## src/rtl/voq_pkg.sv

```systemverilog
package voq_pkg;

    typedef enum logic [1:0] {
        GK_NONE = 2'd0,
        GK_POP  = 2'd1,
        GK_ERR  = 2'd2
    } grant_kind_e;

    function automatic int width_of(input int v);
        return (v <= 2) ? 1 : $clog2(v);
    endfunction

endpackage

```

## src/rtl/voq_free_ring.sv

```systemverilog
module voq_free_ring #(
    parameter int DEPTH = 32,
    parameter int IDX_W = 5,
    parameter int CNT_W = 6
) (
    input  logic             clk,
    input  logic             rst,
    input  logic             take,
    input  logic             give,
    input  logic [IDX_W-1:0] give_idx,
    output logic [IDX_W-1:0] head_idx,
    output logic [CNT_W-1:0] free_cnt
);
    localparam logic [IDX_W-1:0] LAST = IDX_W'(DEPTH - 1);

    logic [IDX_W-1:0] ring [DEPTH];
    logic [IDX_W-1:0] rd_ptr, wr_ptr;

    assign head_idx = ring[rd_ptr];

    always_ff @(posedge clk) begin
        if (rst) begin
            for (int i = 0; i < DEPTH; i++) ring[i] <= IDX_W'(i);
            rd_ptr   <= '0;
            wr_ptr   <= '0;
            free_cnt <= CNT_W'(DEPTH);
        end else begin
            if (take) rd_ptr <= (rd_ptr == LAST) ? '0 : rd_ptr + 1'b1;
            if (give) begin
                ring[wr_ptr] <= give_idx;
                wr_ptr <= (wr_ptr == LAST) ? '0 : wr_ptr + 1'b1;
            end
            case ({take, give})
                2'b10:   free_cnt <= free_cnt - 1'b1;
                2'b01:   free_cnt <= free_cnt + 1'b1;
                default: free_cnt <= free_cnt;
            endcase
        end
    end

    p_no_underflow_r7: assert property (@(posedge clk) disable iff (rst)
        take |-> free_cnt != '0);
    p_no_overflow_r7: assert property (@(posedge clk) disable iff (rst)
        give |-> free_cnt != CNT_W'(DEPTH));

endmodule

```

## src/rtl/voq_cell_store.sv

```systemverilog
module voq_cell_store #(
    parameter int DEPTH  = 32,
    parameter int CELL_W = 32,
    parameter int IDX_W  = 5
) (
    input  logic              clk,
    input  logic              wr_en,
    input  logic [IDX_W-1:0]  wr_idx,
    input  logic [CELL_W-1:0] wr_data,
    input  logic              wr_eop,
    input  logic              lk_en,
    input  logic [IDX_W-1:0]  lk_idx,
    input  logic [IDX_W-1:0]  lk_val,
    input  logic [IDX_W-1:0]  rd_idx,
    output logic [CELL_W-1:0] rd_data,
    output logic              rd_eop,
    output logic [IDX_W-1:0]  rd_next
);
    logic [CELL_W-1:0] data_mem [DEPTH];
    logic              eop_mem  [DEPTH];
    logic [IDX_W-1:0]  link_mem [DEPTH];

    always_ff @(posedge clk) begin
        if (wr_en) begin
            data_mem[wr_idx] <= wr_data;
            eop_mem[wr_idx]  <= wr_eop;
        end
        if (lk_en) link_mem[lk_idx] <= lk_val;
    end

    assign rd_data = data_mem[rd_idx];
    assign rd_eop  = eop_mem[rd_idx];
    assign rd_next = link_mem[rd_idx];

endmodule

```

## src/rtl/voq_chain_ctrl.sv

```systemverilog
module voq_chain_ctrl #(
    parameter int IDX_W = 5,
    parameter int CNT_W = 6
) (
    input  logic             clk,
    input  logic             rst,
    input  logic             push,
    input  logic             push_eop,
    input  logic [IDX_W-1:0] new_idx,
    input  logic             pop,
    input  logic             pop_eop,
    input  logic [IDX_W-1:0] head_link,
    output logic [IDX_W-1:0] head,
    output logic [IDX_W-1:0] tail,
    output logic [CNT_W-1:0] len,
    output logic [CNT_W-1:0] eop_len
);
    always_ff @(posedge clk) begin
        if (rst) begin
            head    <= '0;
            tail    <= '0;
            len     <= '0;
            eop_len <= '0;
        end else begin
            case ({push, pop})
                2'b10: begin
                    if (len == '0) head <= new_idx;
                    tail <= new_idx;
                    len  <= len + 1'b1;
                end
                2'b01: begin
                    head <= head_link;
                    len  <= len - 1'b1;
                end
                2'b11: begin
                    head <= (len == CNT_W'(1)) ? new_idx : head_link;
                    tail <= new_idx;
                end
                default: ;
            endcase
            eop_len <= eop_len + CNT_W'(push && push_eop) - CNT_W'(pop && pop_eop);
        end
    end

    p_pop_nonempty_r5: assert property (@(posedge clk) disable iff (rst)
        pop |-> len != '0);
    p_eop_bounded_r3: assert property (@(posedge clk) disable iff (rst)
        eop_len <= len);

endmodule

```

## src/rtl/voq_buffer.sv

```systemverilog
module voq_buffer
    import voq_pkg::*;
#(
    parameter int N_PORTS = 15,
    parameter int DEPTH   = 32,
    parameter int CELL_W  = 32,
    parameter int DROP_W  = 16,
    localparam int PORT_W = width_of(N_PORTS + 1),
    localparam int IDX_W  = width_of(DEPTH),
    localparam int CNT_W  = $clog2(DEPTH + 1)
) (
    input  logic               clk,
    input  logic               rst,
    input  logic               in_valid,
    input  logic [PORT_W-1:0]  in_dest,
    input  logic               in_eop,
    input  logic [CELL_W-1:0]  in_data,
    input  logic [N_PORTS-1:0] inhibit,
    input  logic               grant_valid,
    input  logic [PORT_W-1:0]  grant_port,
    output logic [N_PORTS-1:0] req,
    output logic               out_valid,
    output logic [PORT_W-1:0]  out_port,
    output logic               out_eop,
    output logic [CELL_W-1:0]  out_data,
    output logic               grant_err,
    output logic [DROP_W-1:0]  drop_cnt
);
    localparam int SUM_W = CNT_W + PORT_W + 1;

    logic [IDX_W-1:0] q_head [N_PORTS];
    logic [IDX_W-1:0] q_tail [N_PORTS];
    logic [CNT_W-1:0] q_len  [N_PORTS];
    logic [CNT_W-1:0] q_eop  [N_PORTS];

    logic [CNT_W-1:0] free_cnt;
    logic [IDX_W-1:0] alloc_idx;
    logic [IDX_W-1:0] rd_next;
    logic [CELL_W-1:0] rd_data;
    logic             rd_eop;

    logic             dest_ok, grant_ok;
    logic             do_push, do_pop;
    logic [CNT_W-1:0] g_len, p_len;
    logic [IDX_W-1:0] g_head, p_tail;
    logic             g_inh;
    grant_kind_e      gkind;
    logic [SUM_W-1:0] occ_sum;

    assign dest_ok  = ({1'b0, in_dest}    < (PORT_W+1)'(N_PORTS));
    assign grant_ok = ({1'b0, grant_port} < (PORT_W+1)'(N_PORTS));

    always_comb begin
        g_len = '0; g_head = '0; g_inh = 1'b0;
        p_len = '0; p_tail = '0;
        for (int j = 0; j < N_PORTS; j++) begin
            if (grant_port == PORT_W'(j)) begin
                g_len  = q_len[j];
                g_head = q_head[j];
                g_inh  = inhibit[j];
            end
            if (in_dest == PORT_W'(j)) begin
                p_len  = q_len[j];
                p_tail = q_tail[j];
            end
        end
    end

    assign do_push = in_valid && dest_ok && (free_cnt != '0);
    assign do_pop  = (gkind == GK_POP);

    always_comb begin
        if (!grant_valid)                               gkind = GK_NONE;
        else if (grant_ok && g_len != '0 && !g_inh)     gkind = GK_POP;
        else                                            gkind = GK_ERR;
    end

    voq_free_ring #(.DEPTH(DEPTH), .IDX_W(IDX_W), .CNT_W(CNT_W)) u_free (
        .clk      (clk),
        .rst      (rst),
        .take     (do_push),
        .give     (do_pop),
        .give_idx (g_head),
        .head_idx (alloc_idx),
        .free_cnt (free_cnt)
    );

    voq_cell_store #(.DEPTH(DEPTH), .CELL_W(CELL_W), .IDX_W(IDX_W)) u_store (
        .clk     (clk),
        .wr_en   (do_push),
        .wr_idx  (alloc_idx),
        .wr_data (in_data),
        .wr_eop  (in_eop),
        .lk_en   (do_push && p_len != '0),
        .lk_idx  (p_tail),
        .lk_val  (alloc_idx),
        .rd_idx  (g_head),
        .rd_data (rd_data),
        .rd_eop  (rd_eop),
        .rd_next (rd_next)
    );

    for (genvar j = 0; j < N_PORTS; j++) begin : g_chain
        voq_chain_ctrl #(.IDX_W(IDX_W), .CNT_W(CNT_W)) u_chain (
            .clk       (clk),
            .rst       (rst),
            .push      (do_push && in_dest == PORT_W'(j)),
            .push_eop  (in_eop),
            .new_idx   (alloc_idx),
            .pop       (do_pop && grant_port == PORT_W'(j)),
            .pop_eop   (rd_eop),
            .head_link (rd_next),
            .head      (q_head[j]),
            .tail      (q_tail[j]),
            .len       (q_len[j]),
            .eop_len   (q_eop[j])
        );
        assign req[j] = !inhibit[j] && (q_len[j] >= CNT_W'(2) || q_eop[j] != '0);
    end

    always_ff @(posedge clk) begin
        if (rst) begin
            out_valid <= 1'b0;
            out_port  <= '0;
            out_eop   <= 1'b0;
            out_data  <= '0;
            grant_err <= 1'b0;
            drop_cnt  <= '0;
        end else begin
            out_valid <= do_pop;
            grant_err <= (gkind == GK_ERR);
            if (do_pop) begin
                out_port <= grant_port;
                out_eop  <= rd_eop;
                out_data <= rd_data;
            end
            if (in_valid && !do_push && drop_cnt != '1)
                drop_cnt <= drop_cnt + 1'b1;
        end
    end

    always_comb begin
        occ_sum = '0;
        for (int j = 0; j < N_PORTS; j++) occ_sum = occ_sum + SUM_W'(q_len[j]);
    end

    p_slot_conserve_r7: assert property (@(posedge clk) disable iff (rst)
        occ_sum + SUM_W'(free_cnt) == SUM_W'(DEPTH));
    p_out_after_grant_r4: assert property (@(posedge clk) disable iff (rst)
        out_valid |-> $past(grant_valid));
    p_err_no_cell_r5: assert property (@(posedge clk) disable iff (rst)
        grant_err |-> !out_valid);
    p_drop_step_r7: assert property (@(posedge clk) disable iff (rst)
        (drop_cnt - $past(drop_cnt)) <= DROP_W'(1));

endmodule

```

## config.mk

```make
export PLATFORM = sky130hd
export DESIGN_NAME = voq_buffer
export DESIGN_NICKNAME = d
export VERILOG_FILES = /design/src/rtl/voq_pkg.sv /design/src/rtl/voq_free_ring.sv /design/src/rtl/voq_cell_store.sv /design/src/rtl/voq_chain_ctrl.sv /design/src/rtl/voq_buffer.sv
export SDC_FILE = /design/constraint.sdc
export NUM_CORES = 2
export LEC_CHECK = 0
export BUFFER_PORTS_ARGS = -buffer_cell sky130_fd_sc_hd__buf_2
export CAP_MARGIN = 20
export CORE_MARGIN = 4
export CORE_UTILIZATION = 55
export DETAILED_ROUTE_END_ITERATION = 10
export PLACE_DENSITY = 0.71
export SLEW_MARGIN = 20
export SYNTH_ARGS = -nofsm -noshare
export SYNTH_HDL_FRONTEND = slang
export SYNTH_SLANG_ARGS = --single-unit
```

## constraint.sdc

```tcl
create_clock -name clk -period 6.2 [get_ports clk]
set_input_delay 0.62 -clock clk [delete_from_list [all_inputs] [get_ports clk]]
set_output_delay 0.62 -clock clk [all_outputs]
set_load 0.1 [all_outputs]
```

Yosys cells after proc, flatten, opt, wreduce, memory -nomap -nowiden

Memory sizes are Yosys's and may differ from the RTL's. A register that Yosys moved wholly into a read port is not among the register bits.
Index checks and enable logic that the tools add are counted.
W data, S select, Z words.

Register bits after elaboration: 369
Memories kept: 4
Bits in writable memories: 1,376
Word-level logic and storage cells: 629

Equal/unequal tests: 110
Multiplexer cells: 154
$add $sub $neg: 65
Order comparisons: 17
Reductions and logical operators: 211

Memory list:

| name             | depth | bits a word | rd ports | clocked after Yosys merged registers in | write ports | RTL line             | RTL |
|---|---|---|---|---|---|---|---|
| u_store.data_mem | 32    | 32          | 1        | 1                                       | 1           | voq_cell_store.sv:19 | `logic [CELL_W-1:0] data_mem [DEPTH];` |
| u_free.ring      | 32    | 5           | 1        | 1                                       | 32          | voq_free_ring.sv:16  | `logic [IDX_W-1:0] ring [DEPTH];` |
| u_store.link_mem | 32    | 5           | 1        | 0                                       | 1           | voq_cell_store.sv:21 | `logic [IDX_W-1:0] link_mem [DEPTH];` |
| u_store.eop_mem  | 32    | 1           | 1        | 0                                       | 1           | voq_cell_store.sv:20 | `logic eop_mem [DEPTH];` |

Operator list:

| kind                  | number |
|---|---|
| $mux W5               | 66 |
| $pmux W5 S3           | 15 |
| $pmux W6 S2           | 16 |
| $mux W6               | 30 |
| $reduce_bool A6 Y1    | 18 |
| $add A6 B1 Y6 const B | 16 |
| $sub A6 B1 Y6 const B | 16 |
| $add A6 B1 Y6         | 15 |
| $eq A6 B1 Y1 const B  | 15 |
| $ge A6 B2 Y1 const B  | 15 |
| $logic_not A6 Y1      | 15 |
| $sub A6 B1 Y6         | 15 |
| $logic_and A1 B1 Y1   | 82 |
| $eq A2 B2 Y1 const B  | 32 |
| $eq A4 B4 Y1 const B  | 14 |
| $reduce_bool A3 Y1    | 15 |
| $eq A2 B1 Y1 const B  | 17 |
| $eq A4 B3 Y1 const B  | 8 |
| $reduce_bool A2 Y1    | 16 |
| $ne A2 B1 Y1 const B  | 15 |
| $reduce_and A2 Y1     | 15 |
| $reduce_or A2 Y1      | 15 |
| $mux W1               | 25 |
| $logic_not A1 Y1      | 17 |
| other kinds (11)      | 34 |

Longest topological paths before layout

Depth after elaboration: 27
Gate-level depth with buffers: 30
Depth with buffers taken out: 22

By module

From an unflattened synthesis, not the netlist that was laid out.

Cells, all modules: 6,400
Area, all modules: 81,997.4 sq um

Modules (own cells, without submodules):

| module         | area each (sq um) | instances | cells each | sequential area each (sq um) |
|---|---|---|---|---|
| voq_cell_store | 47,583.1          | 1         | 2,683      | 36,515.0 |
| voq_chain_ctrl | 1,301.2           | 15        | 150        | 440.4 |
| voq_free_ring  | 8,785.9           | 1         | 683        | 5,225.0 |
| voq_buffer     | 6,109.6           | 1         | 784        | 1,101.1 |

Least setup slack after synthesis

No wires, ideal clock.

Path kind: input-to-reg
From: input grant_port[1]
To: register g_chain[5].u_chain.eop_len[4]
Data arrival time: 4.781 ns
Required time: 6.072 ns
Stages: 25
Path slack: 1.291 ns
Setup time: 0.128 ns
Cells stage by stage: buf_6 > buf_4 > mux2_4 > a21oi_1 > o32ai_1 > a2111o_4 > and2_4 > buf_4 > buf_2 > mux2i_1 > mux2i_1 > a32oi_1 > o211ai_1 > a21oi_2 > buf_2 > nor2_1 > ha_1 > inv_1 > ha_1 > fa_1 > a21oi_1 > nor2_1 > nor2_1 > xor2_1 > nor2_1

Longest elaborated chain between the ends: 25
Elaborated cells on any way between the ends: 72
Classes of those cells: add/sub (1); order compare (1); eq/ne (15); mux (47); reduce/logical (7); memory (1)

RTL lines:

| what                              | RTL line             | RTL |
|---|---|---|
| start, declared                   | voq_buffer.sv:20     | `input logic [PORT_W-1:0] grant_port,` |
| $logic_not A4 Y1                  | voq_buffer.sv:57     | `if (grant_port == PORT_W'(j)) begin` |
| $mux W6 (15 in series)            | voq_buffer.sv:57     |  |
| $reduce_bool A6 Y1                | voq_buffer.sv:74     | `else if (grant_ok && g_len != '0 && !g_inh) gkind = GK_POP;` |
| $logic_and A1 B1 Y1 (2 in series) | voq_buffer.sv:74     |  |
| $mux W2                           | voq_buffer.sv:74     |  |
| $mux W2                           | voq_buffer.sv:73     | `if (!grant_valid) gkind = GK_NONE;` |
| $eq A2 B1 Y1                      | voq_buffer.sv:70     | `assign do_pop = (gkind == GK_POP);` |
| $logic_and A1 B1 Y1               | voq_buffer.sv:110    | `.pop (do_pop && grant_port == PORT_W'(j)),` |
| $logic_and A1 B1 Y1 (*)           | voq_chain_ctrl.sv:41 | `eop_len <= eop_len + CNT_W'(push && push_eop) - CNT_W'(pop && pop_eop);` |
| $sub A6 B1 Y6 (*)                 | voq_chain_ctrl.sv:41 |  |
| end signal, assigned              | voq_chain_ctrl.sv:41 |  |
| end, declared                     | voq_chain_ctrl.sv:16 | `output logic [CNT_W-1:0] eop_len` |

Every way passes the cells marked *; elsewhere a longest branch is shown, timed or not.
A chain may end at the register's enable or synchronous reset.

Final worst setup path

From: input grant_port[2]
To: register g_chain[1].u_chain.eop_len[5]

Longest elaborated chain between the ends: 25
Elaborated cells on any way between the ends: 72
Classes of those cells: add/sub (1); order compare (1); eq/ne (15); mux (47); reduce/logical (7); memory (1)

RTL lines:

| what                              | RTL line |
|---|---|
| $logic_not A4 Y1                  | voq_buffer.sv:57 |
| $mux W6 (15 in series)            | voq_buffer.sv:57 |
| $reduce_bool A6 Y1                | voq_buffer.sv:74 |
| $logic_and A1 B1 Y1 (2 in series) | voq_buffer.sv:74 |
| $mux W2                           | voq_buffer.sv:74 |
| $mux W2                           | voq_buffer.sv:73 |
| $eq A2 B1 Y1                      | voq_buffer.sv:70 |
| $logic_and A1 B1 Y1               | voq_buffer.sv:110 |
| $logic_and A1 B1 Y1 (*)           | voq_chain_ctrl.sv:41 |
| $sub A6 B1 Y6 (*)                 | voq_chain_ctrl.sv:41 |
| end signal, assigned              | voq_chain_ctrl.sv:41 |
| end, declared                     | voq_chain_ctrl.sv:16 |

Marked as above.

==> flow_summary.ini <==
[critical_path]
r2r_slack_ns = 1.27
r2r-start = g_chain[12].u_chain.len[2]$_SDFFE_PP0P_
cp-end-kind = flop
arrival_ns = 5.71
cp_slowest_cell = a2111oi_0
crit_path_start = grant_port[2]
path_class = in2reg
required_ns = 6.86
crit_fanout = 37
slowest_delay_ns = 0.58
rr_worst_depth = 16
endpoint = g_chain[1].u_chain.eop_len[5]$_SDFF_PP0_
cp_cell_sequence = buf_2 > buf_4 > nor3b_1 > nand2_1 > o2111ai_1 > nand3_2 > mux2i_1 > mux2i_1 > mux2i_1 > a2111oi_0 > a21oi_2 > buf_4 > nor2_1 > ha_1 > inv_1 > ha_1 > a21o_1 > a21oi_1 > o21bai_1 > a21oi_1 > xnor2_1 > nor2_1
path_common_cell = mux2i_1
cp-start-kind = primary input
r2r-end = g_chain[0].u_chain.head[3]$_SDFFE_PP0P_

[global_routing]
overflow = 0
top_usage_layer = met2
use_met2 = 0.4878
gr-usage-met3 = 0.06286
grt_max_degree = 210
grt_use_total = 0.3082
grt_use_met1 = 0.4128
grt_pass1_wl_mm = 356.2
antenna_found_initial = 20
grt_pass1_vias = 55640

[synth]
syn_area_sq_um = 81100
ys_ff_latch = 1782
synth_top_family_by_area = simple AND/OR/NAND/NOR gates
yosysSeqAreaShare = 0.6097
synth_area_leader_cell = edfxtp_1
synth_fa_ha_area_frac = 0.04298
synth_edf_count = 1376
yosys.area_share.simple = 0.1669
synthTopCellsByArea = edfxtp_1, dfxtp_1, nand2_1
yosys_warnings = 0
synth-compound-area-share = 0.09606
muxShareOfSynthArea = 0.03209
synthesis.nets = 7633
synthArstFlopShare = 0
syn_inst = 7304
ys_types = 106
syn_avg_cell_area_sq_um = 11.10
synth_xor_area_frac = 0.01598
synth.top_cell.area_share = 0.5095
synth-main-ff-cell = edfxtp_1

[timing]
tns_ns = 0
rsz0062_at_grt = no
setup_viol = 0
clock.fmax_mhz = 197.9
worst_pin_slew_ns = 1.227
min_period_ns = 5.054
finClkSkew_ns = 0.04989
whs_ns = 0.2366
final_max_slew_viol_count = 0
min_period_over_period = 0.8151
finalHoldViolations = 0
timing.slew.headroom = 0.1823

[pwr]
p_sw_mw = 7.967
internal_power_mw = 20.63
total_power_mw = 28.60
p_comb_frac = 0.150
ir_drop_v = 0.0002732
swShare = 0.2786
clockPowerShare = 0.378
p_leak_nw = 31.70
p_seq_frac = 0.472
power_density_nw_per_um2 = 318.4

[final_layout]
multiInputGateArea_sq_um = 29060
area_growth_pct = 10.77
nNetsFinal = 7663
final_area_sq_um = 89830
num-fill-cells = 11460
drive_gt1_frac = 0.1026
regArea_sq_um = 49450
instances_no_fill = 9410

[route]
firstDrtPassIters = 8
remaining_drc_errors = 0
via_per_inst = 6.273
routed_wl_mm = 240.1
drtIter0Drc = 7227
ant_nets = 0
routedWlPerCell_microns = 25.52
num_vias = 59030

[clocking]
clock_latency_ns = 0.83
ctsHoldBuffers = 0
cts_buffer_depth = 3
htree_levels = 4
clock-sinks = 1782
postCtsSetupBuffers = 0
cts_root_buffer = clkbuf_16
numCtsBuffers = 181
postCtsResizedCells = 0
clkTransAtPathRegs_ns = 0.06
cts_tree = yes

[placement]
place_area_sq_um = 83880
place.gp.congestion = 1.006
port_buffers = 129
dp_hpwl_mm = 147.1
dp.cells = 9068

[die]
coreArea_sq_um = 146100
die_y_microns = 392.0
die-area_sq_um = 153700
fp-row-count = 140
io_pins = 130
die_w_microns = 392.0
start_util = 0.5551

[job]
maxCapViolCount = 0

[min_path]
hp-class = in2reg

[status]
outcome = finished clean
==> routing by layer <==
| layer | vias up | routed length, microns | part of all wire |
|---|---|---|---|
| met5 | - | 57 | 0.00024 |
| met4 | 8 | 12080 | 0.050 |
| met3 | 644 | 24030 | 0.10 |
| met2 | 3198 | 111000 | 0.46 |
| met1 | 28780 | 93000 | 0.39 |
| li1 | 26400 | - | - |
==> worst min-delay path by stage <==
stage	from	end	slack (ns)	depth (start not counted)
after CTS	rst	g_chain[6].u_chain.eop_len[1]$_SDFF_PP0_	0.19	2
after global routing	rst	g_chain[7].u_chain.len[0]$_SDFFE_PP0P_	0.22	2
after detailed placement	out_port[3]$_SDFFE_PP0N_	out_port[3]$_SDFFE_PP0N_	0.45	2
after floorplan	g_chain[10].u_chain.head[3]$_SDFFE_PP0P_	g_chain[10].u_chain.head[3]$_SDFFE_PP0P_	0.43	2
final	rst	g_chain[8].u_chain.eop_len[2]$_SDFF_PP0_	0.24	2
after global placement	out_port[3]$_SDFFE_PP0N_	out_port[3]$_SDFFE_PP0N_	0.45	2
==> worst max-delay path: cells and delay by family <==
kind	cells	cell delay (ns)
fa+ha+maj	2	0.47
compound gates	7	1.62
buf+inv	4	0.98
mux	3	0.47
xor+xnor	1	0.14
simple gates	5	1.35
==> power by group through the flow <==
stage | Sequential, mW | Clock (mW) | Combinational (mW)
after floorplan | 13.9 | 0 | 2.65
after global placement | 13.7 | 0 | 4.15
after detailed placement | 13.7 | 0 | 4.22
after CTS | 13.5 | 10.9 | 4.25
after global routing | 13.5 | 11.5 | 4.59
final | 13.5 | 10.8 | 4.30
==> metrics by stage <==
step,util,setup WS (ns)
final,0.6149,1.146
after global routing,0.6149,0.7041
after CTS,0.6148,1.359
after detailed placement,0.5741,0.5577
after global placement,0.5741,0.6247
after floorplan,-,1.291
==> logic make-up (layout without fill, tap and decap cells) <==
| logic type | count (synthesis) | after routing |
|---|---|---|
| AO/OA/AOI/OAI | 1168 | 1168 |
| XOR/XNOR | 148 | 148 |
| adder cells (fa/ha/maj) | 269 | 269 |
| buffers and inverters | 679 | 862 |
| flip-flops | 1782 | 1782 |
| multiplexers | 173 | 173 |
| other | 0 | 6 |
| AND/OR/NAND/NOR | 3085 | 3085 |
==> state kept, by name (all words and copies together), names as in the netlist, 16 cells and up, named ones only <==
name / cells
drop_cnt: 16
g_chain.u_chain.eop_len: 90
g_chain.u_chain.head: 75
g_chain.u_chain.len: 90
g_chain.u_chain.tail: 75
out_data: 32
u_free.ring: 160
u_store.data_mem: 1024
u_store.eop_mem: 32
u_store.link_mem: 160
==> cells in the final DEF, fill, tap and decap left out, types with 19 or more instances in the layout <==
master     count
nand4b_1      23
and3_1       160
a211oi_1     163
or2_2         25
o21bai_1      19
clkbuf_1      59
nor2_4        33
and2_1        31
mux4_2        67
clkinv_2      28
a31oi_1       88
nor2b_1       42
clkbuf_16    184
buf_4        150
a21o_1        19
nand2_1     1556
o22ai_1      102
o21ai_1       23
xnor2_1       72
clkbuf_8      21
o211ai_1      32
nor2_1       604
clkinv_1      22
mux2i_1       78
nand3_1      349
a21oi_1      316
dfxtp_1      405
or3_1         30
nor4_1        51
a311oi_1      69
buf_2        128
ha_1         253
mux2_2        21
o21ai_0      133
a22oi_1       55
inv_1        226
nor3_1        72
a221oi_1      22
xor2_1        76
edfxtp_1    1376
==> cell type report <==
class                   count  area share
well taps                1917     0.02670
repair buffers            295     0.02340
flip-flops and latches   1782      0.5504
clock buffers             264     0.05694
diodes                      6   0.0001671
inverters                 231    0.009666
multi-input cells        4843      0.3235
clock inverters            72    0.009234
==> synth_stat cells, types with 23 or more instances <==
cell type / count
xnor2_1: 72
buf_2: 110
inv_1: 227
a311oi_1: 69
or2_2: 25
nor3_1: 72
and2_1: 31
nand4b_1: 23
a21oi_1: 316
o21ai_0: 133
mux4_2: 67
xor2_1: 76
o211ai_1: 32
edfxtp_1: 1376
a31oi_1: 88
o21ai_1: 23
clkbuf_1: 228
buf_4: 26
nor4_1: 51
a22oi_1: 55
nor2b_1: 42
a211oi_1: 163
mux2i_1: 83
ha_1: 253
and3_1: 161
or3_1: 30
dfxtp_1: 406
nor2_1: 636
buf_1: 65
nand2_1: 1563
o22ai_1: 102
nand3_1: 349
Power figures use the tool's default switching activity.
